==> config.mk <==
export PLATFORM = sky130hd
export DESIGN_NAME = bitbang_port
export DESIGN_NICKNAME = d
export VERILOG_FILES = /design/src/rtl/bbp_pkg.sv /design/src/rtl/bbp_rate_div.sv /design/src/rtl/bbp_out_seq.sv /design/src/rtl/bbp_in_sample.sv /design/src/rtl/bitbang_port.sv
export SDC_FILE = /design/constraint.sdc
export NUM_CORES = 1
export LEC_CHECK = 0
export ABC_AREA = 1
export BUFFER_PORTS_ARGS = -buffer_cell sky130_fd_sc_hd__buf_2
export CORE_ASPECT_RATIO = 0.75
export CORE_MARGIN = 8
export CORE_UTILIZATION = 53
export DETAILED_ROUTE_END_ITERATION = 6
export PLACE_DENSITY = 0.8
export SLEW_MARGIN = 20
export SYNTH_ARGS = -nofsm -noshare
export SYNTH_HDL_FRONTEND = slang
export SYNTH_SLANG_ARGS = --single-unit
==> constraint.sdc <==
create_clock -name clk -period 1.7 [get_ports clk]
set_input_delay 0.425 -clock clk [delete_from_list [all_inputs] [get_ports clk]]
set_output_delay 0.425 -clock clk [all_outputs]
set_load 0.05 [all_outputs]
==> src/rtl/bbp_pkg.sv <==
`timescale 1ns/1ps
package bbp_pkg;
  // Mode register code that enables the port; every other code idles it.
  localparam logic [7:0] MODE_ASYNC = 8'h01;

  typedef enum logic [1:0] {
    SQ_IDLE,
    SQ_SETUP,
    SQ_LOW,
    SQ_HOLD
  } seq_e;

  typedef enum logic {
    RS_IDLE,
    RS_LOW
  } rd_e;
endpackage

==> src/rtl/bbp_rate_div.sv <==
`timescale 1ns/1ps
module bbp_rate_div #(
  parameter int DIV_W = 16
) (
  input  logic             clk,
  input  logic             rst_n,
  input  logic             en,
  input  logic [DIV_W-1:0] div,
  output logic             tick
);
  logic [DIV_W-1:0] cnt;

  // Reload counter: counts div..0, then reloads. Held at div while idle.
  always_ff @(posedge clk) begin
    if (!rst_n) begin
      cnt <= '0;
    end else if (!en) begin
      cnt <= div;
    end else if (cnt == '0) begin
      cnt <= div;
    end else begin
      cnt <= cnt - DIV_W'(1);
    end
  end

  assign tick = en && (cnt == '0);

  // with a period above one clock, ticks never come back-to-back
  p_tick_spacing_r2: assert property (@(posedge clk) disable iff (!rst_n)
    (tick && div != '0 && $stable(div)) |=> !tick);
endmodule

==> src/rtl/bbp_out_seq.sv <==
`timescale 1ns/1ps
module bbp_out_seq
  import bbp_pkg::*;
#(
  parameter int DATA_W  = 8,
  parameter int STB_LOW = 2
) (
  input  logic              clk,
  input  logic              rst_n,
  input  logic              en,
  input  logic              tick,
  input  logic              in_valid,
  output logic              in_ready,
  input  logic [DATA_W-1:0] in_data,
  output logic [DATA_W-1:0] out_data,
  output logic              strobe_n
);
  localparam int CNT_W = $clog2(STB_LOW + 1);

  seq_e              state;
  logic [CNT_W-1:0]  lcnt;
  logic              pend;
  logic [DATA_W-1:0] pend_q;
  logic [DATA_W-1:0] out_q;
  logic              load;
  logic              accept;

  assign in_ready = en && !pend;
  assign accept   = in_valid && in_ready;
  assign load     = en && (state == SQ_IDLE) && pend && tick;

  // Holding register and output register
  always_ff @(posedge clk) begin
    if (!rst_n || !en) begin
      pend   <= 1'b0;
      pend_q <= '0;
      out_q  <= '0;
    end else begin
      if (load) begin
        out_q <= pend_q;
        pend  <= 1'b0;
      end
      if (accept) begin
        pend   <= 1'b1;
        pend_q <= in_data;
      end
    end
  end

  // Strobe sequencer: setup clock, STB_LOW low clocks, hold clock
  always_ff @(posedge clk) begin
    if (!rst_n || !en) begin
      state    <= SQ_IDLE;
      lcnt     <= '0;
      strobe_n <= 1'b1;
    end else begin
      case (state)
        SQ_IDLE: if (load) state <= SQ_SETUP;
        SQ_SETUP: begin
          state    <= SQ_LOW;
          lcnt     <= CNT_W'(STB_LOW - 1);
          strobe_n <= 1'b0;
        end
        SQ_LOW: begin
          if (lcnt == '0) begin
            state    <= SQ_HOLD;
            strobe_n <= 1'b1;
          end else begin
            lcnt <= lcnt - CNT_W'(1);
          end
        end
        default: state <= SQ_IDLE;
      endcase
    end
  end

  assign out_data = out_q;

  // an enabled port changes its pins only after a tick with a byte waiting
  p_update_needs_tick_r2: assert property (@(posedge clk) disable iff (!rst_n)
    (en && $past(en) && out_q != $past(out_q)) |-> $past(tick && pend));
  // a waiting byte is neither lost nor overwritten until it is loaded
  p_pend_kept_r4: assert property (@(posedge clk) disable iff (!rst_n)
    (en && pend && !load) |=> (pend && $stable(pend_q)));
  // data is already settled when the strobe falls
  p_setup_r5: assert property (@(posedge clk) disable iff (!rst_n)
    $fell(strobe_n) |-> $stable(out_q));
  // the strobe is low for at least two clocks
  p_strobe_width_r5: assert property (@(posedge clk) disable iff (!rst_n)
    $fell(strobe_n) |=> !strobe_n);
  // data holds while the strobe is low
  p_hold_low_r5: assert property (@(posedge clk) disable iff (!rst_n)
    (!strobe_n && $past(!strobe_n)) |-> $stable(out_q));
endmodule

==> src/rtl/bbp_in_sample.sv <==
`timescale 1ns/1ps
module bbp_in_sample
  import bbp_pkg::*;
#(
  parameter int DATA_W  = 8,
  parameter int STB_LOW = 2
) (
  input  logic              clk,
  input  logic              rst_n,
  input  logic              en,
  input  logic [DATA_W-1:0] pins,
  input  logic              req,
  output logic              strobe_n,
  output logic              smp_valid,
  output logic [DATA_W-1:0] smp_data
);
  localparam int CNT_W = $clog2(STB_LOW + 1);

  logic [DATA_W-1:0] sync1;
  logic [DATA_W-1:0] sync2;
  rd_e               state;
  logic [CNT_W-1:0]  cnt;

  // Two-flop synchroniser on the pad inputs
  always_ff @(posedge clk) begin
    if (!rst_n) begin
      sync1 <= '0;
      sync2 <= '0;
    end else begin
      sync1 <= pins;
      sync2 <= sync1;
    end
  end

  always_ff @(posedge clk) begin
    if (!rst_n || !en) begin
      state     <= RS_IDLE;
      cnt       <= '0;
      strobe_n  <= 1'b1;
      smp_valid <= 1'b0;
      smp_data  <= '0;
    end else begin
      smp_valid <= 1'b0;
      case (state)
        RS_IDLE: begin
          if (req) begin
            state    <= RS_LOW;
            strobe_n <= 1'b0;
            cnt      <= CNT_W'(STB_LOW - 1);
          end
        end
        default: begin
          if (cnt == '0) begin
            state     <= RS_IDLE;
            strobe_n  <= 1'b1;
            smp_valid <= 1'b1;
            smp_data  <= sync2;
          end else begin
            cnt <= cnt - CNT_W'(1);
          end
        end
      endcase
    end
  end

  // a sample is returned only at the end of a read strobe
  p_rd_window_r6: assert property (@(posedge clk) disable iff (!rst_n)
    smp_valid |-> $past(!strobe_n));
  // the read strobe lasts at least two clocks
  p_rd_width_r6: assert property (@(posedge clk) disable iff (!rst_n)
    $fell(strobe_n) |=> !strobe_n);
endmodule

==> src/rtl/bitbang_port.sv <==
`timescale 1ns/1ps
module bitbang_port
  import bbp_pkg::*;
#(
  parameter int DATA_W  = 8,
  parameter int DIV_W   = 16,
  parameter int STB_LOW = 2
) (
  input  logic              clk,
  input  logic              rst_n,
  input  logic              mode_wr,
  input  logic [7:0]        mode_val,
  input  logic [DIV_W-1:0]  rate_div,
  input  logic [DATA_W-1:0] dir_mask,
  input  logic              wr_valid,
  output logic              wr_ready,
  input  logic [DATA_W-1:0] wr_data,
  input  logic [DATA_W-1:0] pin_in,
  output logic [DATA_W-1:0] pin_out,
  output logic [DATA_W-1:0] pin_oe,
  output logic              wr_strobe_n,
  output logic              rd_strobe_n,
  input  logic              rd_req,
  output logic              rd_valid,
  output logic [DATA_W-1:0] rd_data
);
  logic [7:0] mode_q;
  logic       en;
  logic       tick;

  always_ff @(posedge clk) begin
    if (!rst_n) mode_q <= '0;
    else if (mode_wr) mode_q <= mode_val;
  end

  assign en     = (mode_q == MODE_ASYNC);
  assign pin_oe = en ? dir_mask : '0;

  bbp_rate_div #(.DIV_W(DIV_W)) u_div (
    .clk  (clk),
    .rst_n(rst_n),
    .en   (en),
    .div  (rate_div),
    .tick (tick)
  );

  bbp_out_seq #(.DATA_W(DATA_W), .STB_LOW(STB_LOW)) u_out (
    .clk     (clk),
    .rst_n   (rst_n),
    .en      (en),
    .tick    (tick),
    .in_valid(wr_valid),
    .in_ready(wr_ready),
    .in_data (wr_data),
    .out_data(pin_out),
    .strobe_n(wr_strobe_n)
  );

  bbp_in_sample #(.DATA_W(DATA_W), .STB_LOW(STB_LOW)) u_in (
    .clk      (clk),
    .rst_n    (rst_n),
    .en       (en),
    .pins     (pin_in),
    .req      (rd_req),
    .strobe_n (rd_strobe_n),
    .smp_valid(rd_valid),
    .smp_data (rd_data)
  );

  // one edge after the port is seen idle, both strobes and the pins are quiet
  p_idle_quiet_r7: assert property (@(posedge clk) disable iff (!rst_n)
    !en |=> (wr_strobe_n && rd_strobe_n && pin_out == '0 && !rd_valid));
  // undriven pins never carry an output enable
  p_oe_mask_r1: assert property (@(posedge clk) disable iff (!rst_n)
    (pin_oe & ~dir_mask) == '0);
endmodule

==> flow_summary_export.csv, run 1 <==
group,metric,value,unit
yosys,ys.flop_type,"dfxtp_1",
cts,cts_tree,"built",
global_route,antenna_found_initial,0,
hold_path,hp-class,"in2reg",
yosys,synth-seq-cells,75,
routing,wl_per_cell,12.2,um
cells_and_area,final_cell_mix,"dfxtp_1 (74), buf_2 (71), inv_1 (60)",
yosys,synth-edff-count,0,
worst_setup_path,crit_slowest_cell,"dfxtp_1",
cells_and_area,drive_gt1_frac,0.317,
cells_and_area,diodes,0,
timing,slew_viol_final,0,
worst_setup_path,crit_fanout,6,
worst_setup_path,cp_cell_sequence,"inv_2, nand2_2, nor2_4, nand2_4, nor2_2, buf_6",
routing,via_count,2760,
worst_setup_path,worstSetupPathType,"reg2out",
yosys,synth-async-reset-ratio,0,
cells_and_area,final_common_cell,"dfxtp_1",
routing,drtAntennaViolNets,0,
routing,viasPerCell,4.76,
floorplanning,die_area,0.00885,mm2
timing,tightest_slew,396,ps
routing,routed_wirelength,7.06,mm
timing,finalSetupViolCount,9,
worst_setup_path,cpPeakStageDelay,310,ps
yosys,syn_inst,410,
floorplanning,die_x,106,um
floorplanning,core_area,0.00586,mm2
worst_setup_path,worst_ep_arrival_time,1360,ps
yosys,synth_fp_nets,470,
timing,hold_viol,0,
yosys,yosys.area_share.simple,0.204,
cts,clock_sinks,75,
routing,drt_pre_antenna_iters,4,
cts,clk_pin_slew,70,ps
floorplanning,start_util,0.550,
run_status,violations,"setup timing",
power,ir_worst_vdd,552,uV
cts,h-tree-depth,3,
power,leakagePower,1.90,nW
global_route,grt_use_total,0.160,
yosys,synth_cell_types,38,
timing,layout_min_cycle_time,1790,ps
yosys,yosys_warnings,0,
cts,clk_path_buf_depth,2,
worst_setup_path,cp-start-kind,"register",
worst_setup_path,cp-end-kind,"primary output",
floorplanning,die_h,83.5,um
timing,fin_ws,-85.3,ps
power,p_per_area,911,mW/mm2
yosys,synthMuxAreaShare,0,
global_route,grt_max_degree,41,
floorplanning,rows,24,
yosys,synth_top_family_by_area,"simple AND/OR/NAND/NOR gates",
global_route,grt_pass1_wl,11.7,mm
timing,rsz0062_at_grt,"true",
global_route,grt-ovfl-total,0,
run_status,status,"complete, but fails checks",
timing,fmax,560,MHz
timing,min_period_over_period,1.05,
yosys,ys_seq_area_frac,0.466,
placement,portBuffers,80,
routing,drcViolationCount,0,
cells_and_area,syn2layout_area_growth,25.2,%
cts,root_buffer,"clkbuf_8",
yosys,synthesis.area,0.00322,mm2
yosys,synth_xor_area_frac,0.0245,
timing,holdWs,266,ps
yosys,synthAdderAreaFrac,0.0272,
cts,insertion_delay,340,ps
routing,drt_iter0_drc,159,
cts,postCtsHoldBufs,0,
floorplanning,io_pins,81,
timing,skew,8.07,ps
flow_run,drv_cap,0,
cells_and_area,final_nets,557,
timing,relSlewSlack,0.736,
yosys,synth-compound-area-share,0.157,
worst_setup_path,cp.required,1270,ps
global_route,grt_pass1_vias,2678,
timing,finalSetupTns,-591,ps
placement,hpwl,5.05,mm
yosys,avgSynthCellArea,7.86,um2
cts,cts_inserted_buffers,9,
placement,gp_congestion,0.891,
-- registers in the layout, indices dropped and copies added, names as in the netlist --
register,count
mode_q,8
u_div.cnt,16
u_in.cnt,2
u_in.smp_data,8
u_in.smp_valid,1
u_in.state,1
u_in.strobe_n,1
u_in.sync1,8
u_in.sync2,8
u_out.lcnt,2
u_out.out_data,8
u_out.pend,1
u_out.pend_q,8
u_out.state,2
u_out.strobe_n,1
-- layer usage --
layer,routed length (um),track usage,vias to the layer above
li1,-,-,1449
met3,398,0.0540,14
met4,156,0.0586,0
met5,0,0,-
met2,3430,0.268,68
met1,3070,0.184,1229
-- Yosys cell counts (4+ instances only) --
| library cell | instances | area, um2 |
|---|---|---|
| a21oi_1 | 32 | 160 |
| a22o_1 | 8 | 70.1 |
| clkbuf_1 | 4 | 15.0 |
| dfxtp_1 | 75 | 1500 |
| ha_1 | 7 | 87.6 |
| inv_1 | 66 | 248 |
| inv_2 | 5 | 18.8 |
| nand2_1 | 50 | 188 |
| nand2_2 | 4 | 25.0 |
| nand3_1 | 7 | 35.0 |
| nor2_1 | 61 | 229 |
| nor2_2 | 7 | 43.8 |
| nor2_4 | 5 | 56.3 |
| o21ai_0 | 25 | 125 |
| o21ai_1 | 13 | 65.1 |
| o21ai_2 | 6 | 52.6 |
| xor2_1 | 8 | 70.1 |
-- path summary, 6_finish.rpt --
check | endpoint | cells after the start | slack, ps | start
worst max-delay path | pin_oe[7] | 6 | -90 | mode_q[5]
worst min-delay path | u_in.sync1[0] | 3 | 270 | pin_in[0]
worst max register to register | u_in.smp_data[6] | 10 | 80 | mode_q[2]
worst min register to register | u_in.sync2[1] | 2 | 410 | u_in.sync1[1]
-- worst max-delay path: cells and delay by family, from the launching register on --
| family | cells | cell delay, ps |
|---|---|---|
| buffers and inverters | 2 | 230 |
| AND/OR/NAND/NOR | 4 | 470 |
| flip-flops | 1 | 310 |
-- final cells by class --
type / instances / area [um2]
Fill cell: 480 / 1820
Sequential cell: 75 / 1500
Multi-Input combinational cell: 249 / 1400
Timing Repair Buffer: 86 / 517
Inverter: 76 / 308
Clock buffer: 11 / 131
Tap cell: 78 / 97.6
Clock inverter: 5 / 77.6
-- stage by stage --
stage,area (um2),power (mW),instances,util,worst slack (ps)
after floorplan,3220,2.13,410,-,-181
after global placement,3650,2.22,560,0.623,188
after detailed placement,3650,2.23,560,0.623,145
after CTS,3980,3.70,580,0.680,-85.9
after global routing,4030,3.83,580,0.689,-167
final,4030,3.67,580,0.689,-85.3
-- kinds of logic after synthesis --
| family | Yosys count |
|---|---|
| buffers and inverters | 87 |
| and+or+nand+nor | 144 |
| adders and majority gates | 7 |
| AOI/OAI and AO/OA | 88 |
| DFF | 75 |
| xor gates and xnor gates | 9 |
-- where the power goes --
part	internal, mW	switching, mW
Sequential	1.81	0.0338
Clock	0.823	0.616
Combinational	0.154	0.231
Total	2.79	0.882
-- timing repair --
item,4_1_cts,5_1_grt
setup endpoints to repair,9,29
gates cloned,1,0
buffers inserted,3,0
resized for setup,36,20
pin swaps,3,2
(Power assumes the default switching activity.)
==> inputs of run 2 (changes only) <==
- CORE_UTILIZATION: 53 -> 42
- GPL_TIMING_DRIVEN: unset -> 0
- PLACE_DENSITY: 0.8 -> 0.65
==> run 2 against run 1 <==
  * The flow still finishes with violations (setup timing)
  * Critical path depth is 1 higher
  * Clock-buffer cell count is 2 lower
  * Clock skew is 1.4 ps lower
  * Critical path type unchanged
  * Highest routed layer unchanged
==> flow_summary_export.csv, run 2 (synthesis results as in run 1) <==
group,metric,value,unit
cts,cts_inserted_buffers,9,
power,ir_worst_vdd,500,uV
floorplanning,die_x,117,um
hold_path,hp-class,"in2reg",
floorplanning,core_area,0.00740,mm2
placement,gp_congestion,0.839,
power,p_per_area,862,mW/mm2
global_route,grt_max_degree,15,
cts,postCtsHoldBufs,0,
cts,cts_tree,"built",
timing,fin_ws,-167,ps
cells_and_area,diodes,0,
routing,drcViolationCount,0,
global_route,grt_pass1_wl,12.5,mm
floorplanning,io_pins,81,
cells_and_area,final_common_cell,"dfxtp_1",
timing,fmax,536,MHz
routing,routed_wirelength,7.59,mm
routing,wl_per_cell,12.3,um
power,power_frac_seq,0.509,
global_route,antenna_found_initial,0,
timing,finalSetupViolCount,9,
floorplanning,rows,27,
power,p_total,3.63,mW
cells_and_area,utilization,0.569,
worst_setup_path,crit_family,"buffers and inverters",
cts,root_buffer,"clkbuf_8",
worst_setup_path,crit_fanout,5,
timing,min_period_over_period,1.10,
cells_and_area,top_register,"u_div.cnt",
cells_and_area,syn2layout_area_growth,30.7,%
cts,clk_pin_slew,80,ps
routing,drt_pre_antenna_iters,4,
timing,layout_min_cycle_time,1870,ps
cells_and_area,final_nets,571,
floorplanning,die_area,0.0108,mm2
cts,clock_sinks,75,
routing,drt_iter0_drc,69,
timing,rsz0062_at_grt,"true",
worst_setup_path,cp_cell_sequence,"inv_1, nand2_1, nor2_4, nand2_4, clkbuf_16, nor2_4, buf_8",
floorplanning,start_util,0.435,
power,comb_power_share,0.114,
cells_and_area,final_cell_mix,"dfxtp_1 (73), buf_2 (71), inv_1 (63)",
power,leakagePower,1.97,nW
routing,viasPerCell,4.47,
timing,hold_viol,0,
worst_setup_path,crit_slowest_cell,"dfxtp_1",
cts,insertion_delay,340,ps
worst_setup_path,cp-end-kind,"primary output",
cells_and_area,drive_gt1_frac,0.324,
cts,clk_path_buf_depth,2,
routing,via_count,2759,
cells_and_area,instances_no_fill,617,
timing,tightest_slew,537,ps
worst_setup_path,cp.required,1270,ps
cts,h-tree-depth,3,
worst_setup_path,cpPeakStageDelay,310,ps
run_status,status,"complete, but fails checks",
run_status,violations,"setup timing",
floorplanning,die_h,91.8,um
flow_run,drv_cap,0,
timing,relSlewSlack,0.642,
worst_setup_path,cp_common_cell,"nor2_4",
worst_setup_path,worstSetupPathType,"reg2out",
worst_setup_path,rrSetupSlack,90,ps
placement,hpwl,5.60,mm
timing,slew_viol_final,0,
cells_and_area,largest_reg_flops,16,
power,switching_power,0.955,mW
power,pwr-share-clk,0.378,
global_route,grt_pass1_vias,2730,
placement,placed_cells,591,
global_route,grt_use_total,0.147,
power,cellInternalPower,2.67,mW
power,switching_share,0.263,
worst_setup_path,path_buf_inv,3,
worst_setup_path,worst_ep_arrival_time,1440,ps
timing,holdWs,264,ps
global_route,grt-ovfl-total,0,
timing,skew,6.71,ps
worst_setup_path,cp-start-kind,"register",
routing,drtAntennaViolNets,0,
placement,portBuffers,80,
run 2: per-stage QoR:
stage	setup slack (ps)	setup TNS, ps	instance area [um2]
2_1_floorplan	-181	-1450	3220
3_3_place_gp	47.8	0	3750
3_5_place_dp	15.0	0	3750
4_1_cts	-200	-1610	4130
5_1_grt	-240	-1890	4210
6_report	-167	-1220	4210
run 2: final timing paths:
kind | startpoint | endpoint | cells after the start
worst min register to register | u_in.sync1[2] | u_in.sync2[2] | 2
worst max register to register | u_div.cnt[0] | u_div.cnt[10] | 10
worst max-delay path | mode_q[4] | pin_oe[7] | 7
worst min-delay path | pin_in[0] | u_in.sync1[0] | 3
run 2: worst register-to-register path, delay by kind of cell, from the launching register on:
kind,cells,cell delay (ps)
buffers and inverters,3,290
AO/OA/AOI/OAI,1,170
flip-flops,1,320
adder cells (fa/ha/maj),1,210
AND/OR/NAND/NOR,5,520
run 2: what timing repair did:
item                                    CTS  global route
cloned                                    1             0
endpoints found under the setup margin    9            13
pin swaps                                 3             4
buffers inserted                          4             5
resized for setup                        39            13
run 2: layer usage:
layer	GRT usage	vias to the layer above	wire length, um
met2	0.238	56	3600
met3	0.0511	4	419
met5	0	-	0
met4	0.0468	0	63
met1	0.178	1225	3500
li1	-	1474	-
run 2: power by group through the flow:
stage / Clock, mW / Sequential, mW / Combinational (mW)
CTS: 1.42 / 1.84 / 0.393
global route: 1.50 / 1.85 / 0.461
detailed placement: 0 / 1.89 / 0.362
finish: 1.37 / 1.85 / 0.412
global placement: 0 / 1.88 / 0.356
floorplan: 0 / 1.88 / 0.246
run 2: area by class of cell:
type,instances,area [um2]
inverters,76,298
clock buffers,9,124
flip-flops and latches,75,1500
repair buffers,90,559
multi-input cells,248,1420
clock inverters,7,76.3
plain buffers,11,103
well taps,101,126
fillers,713,3190
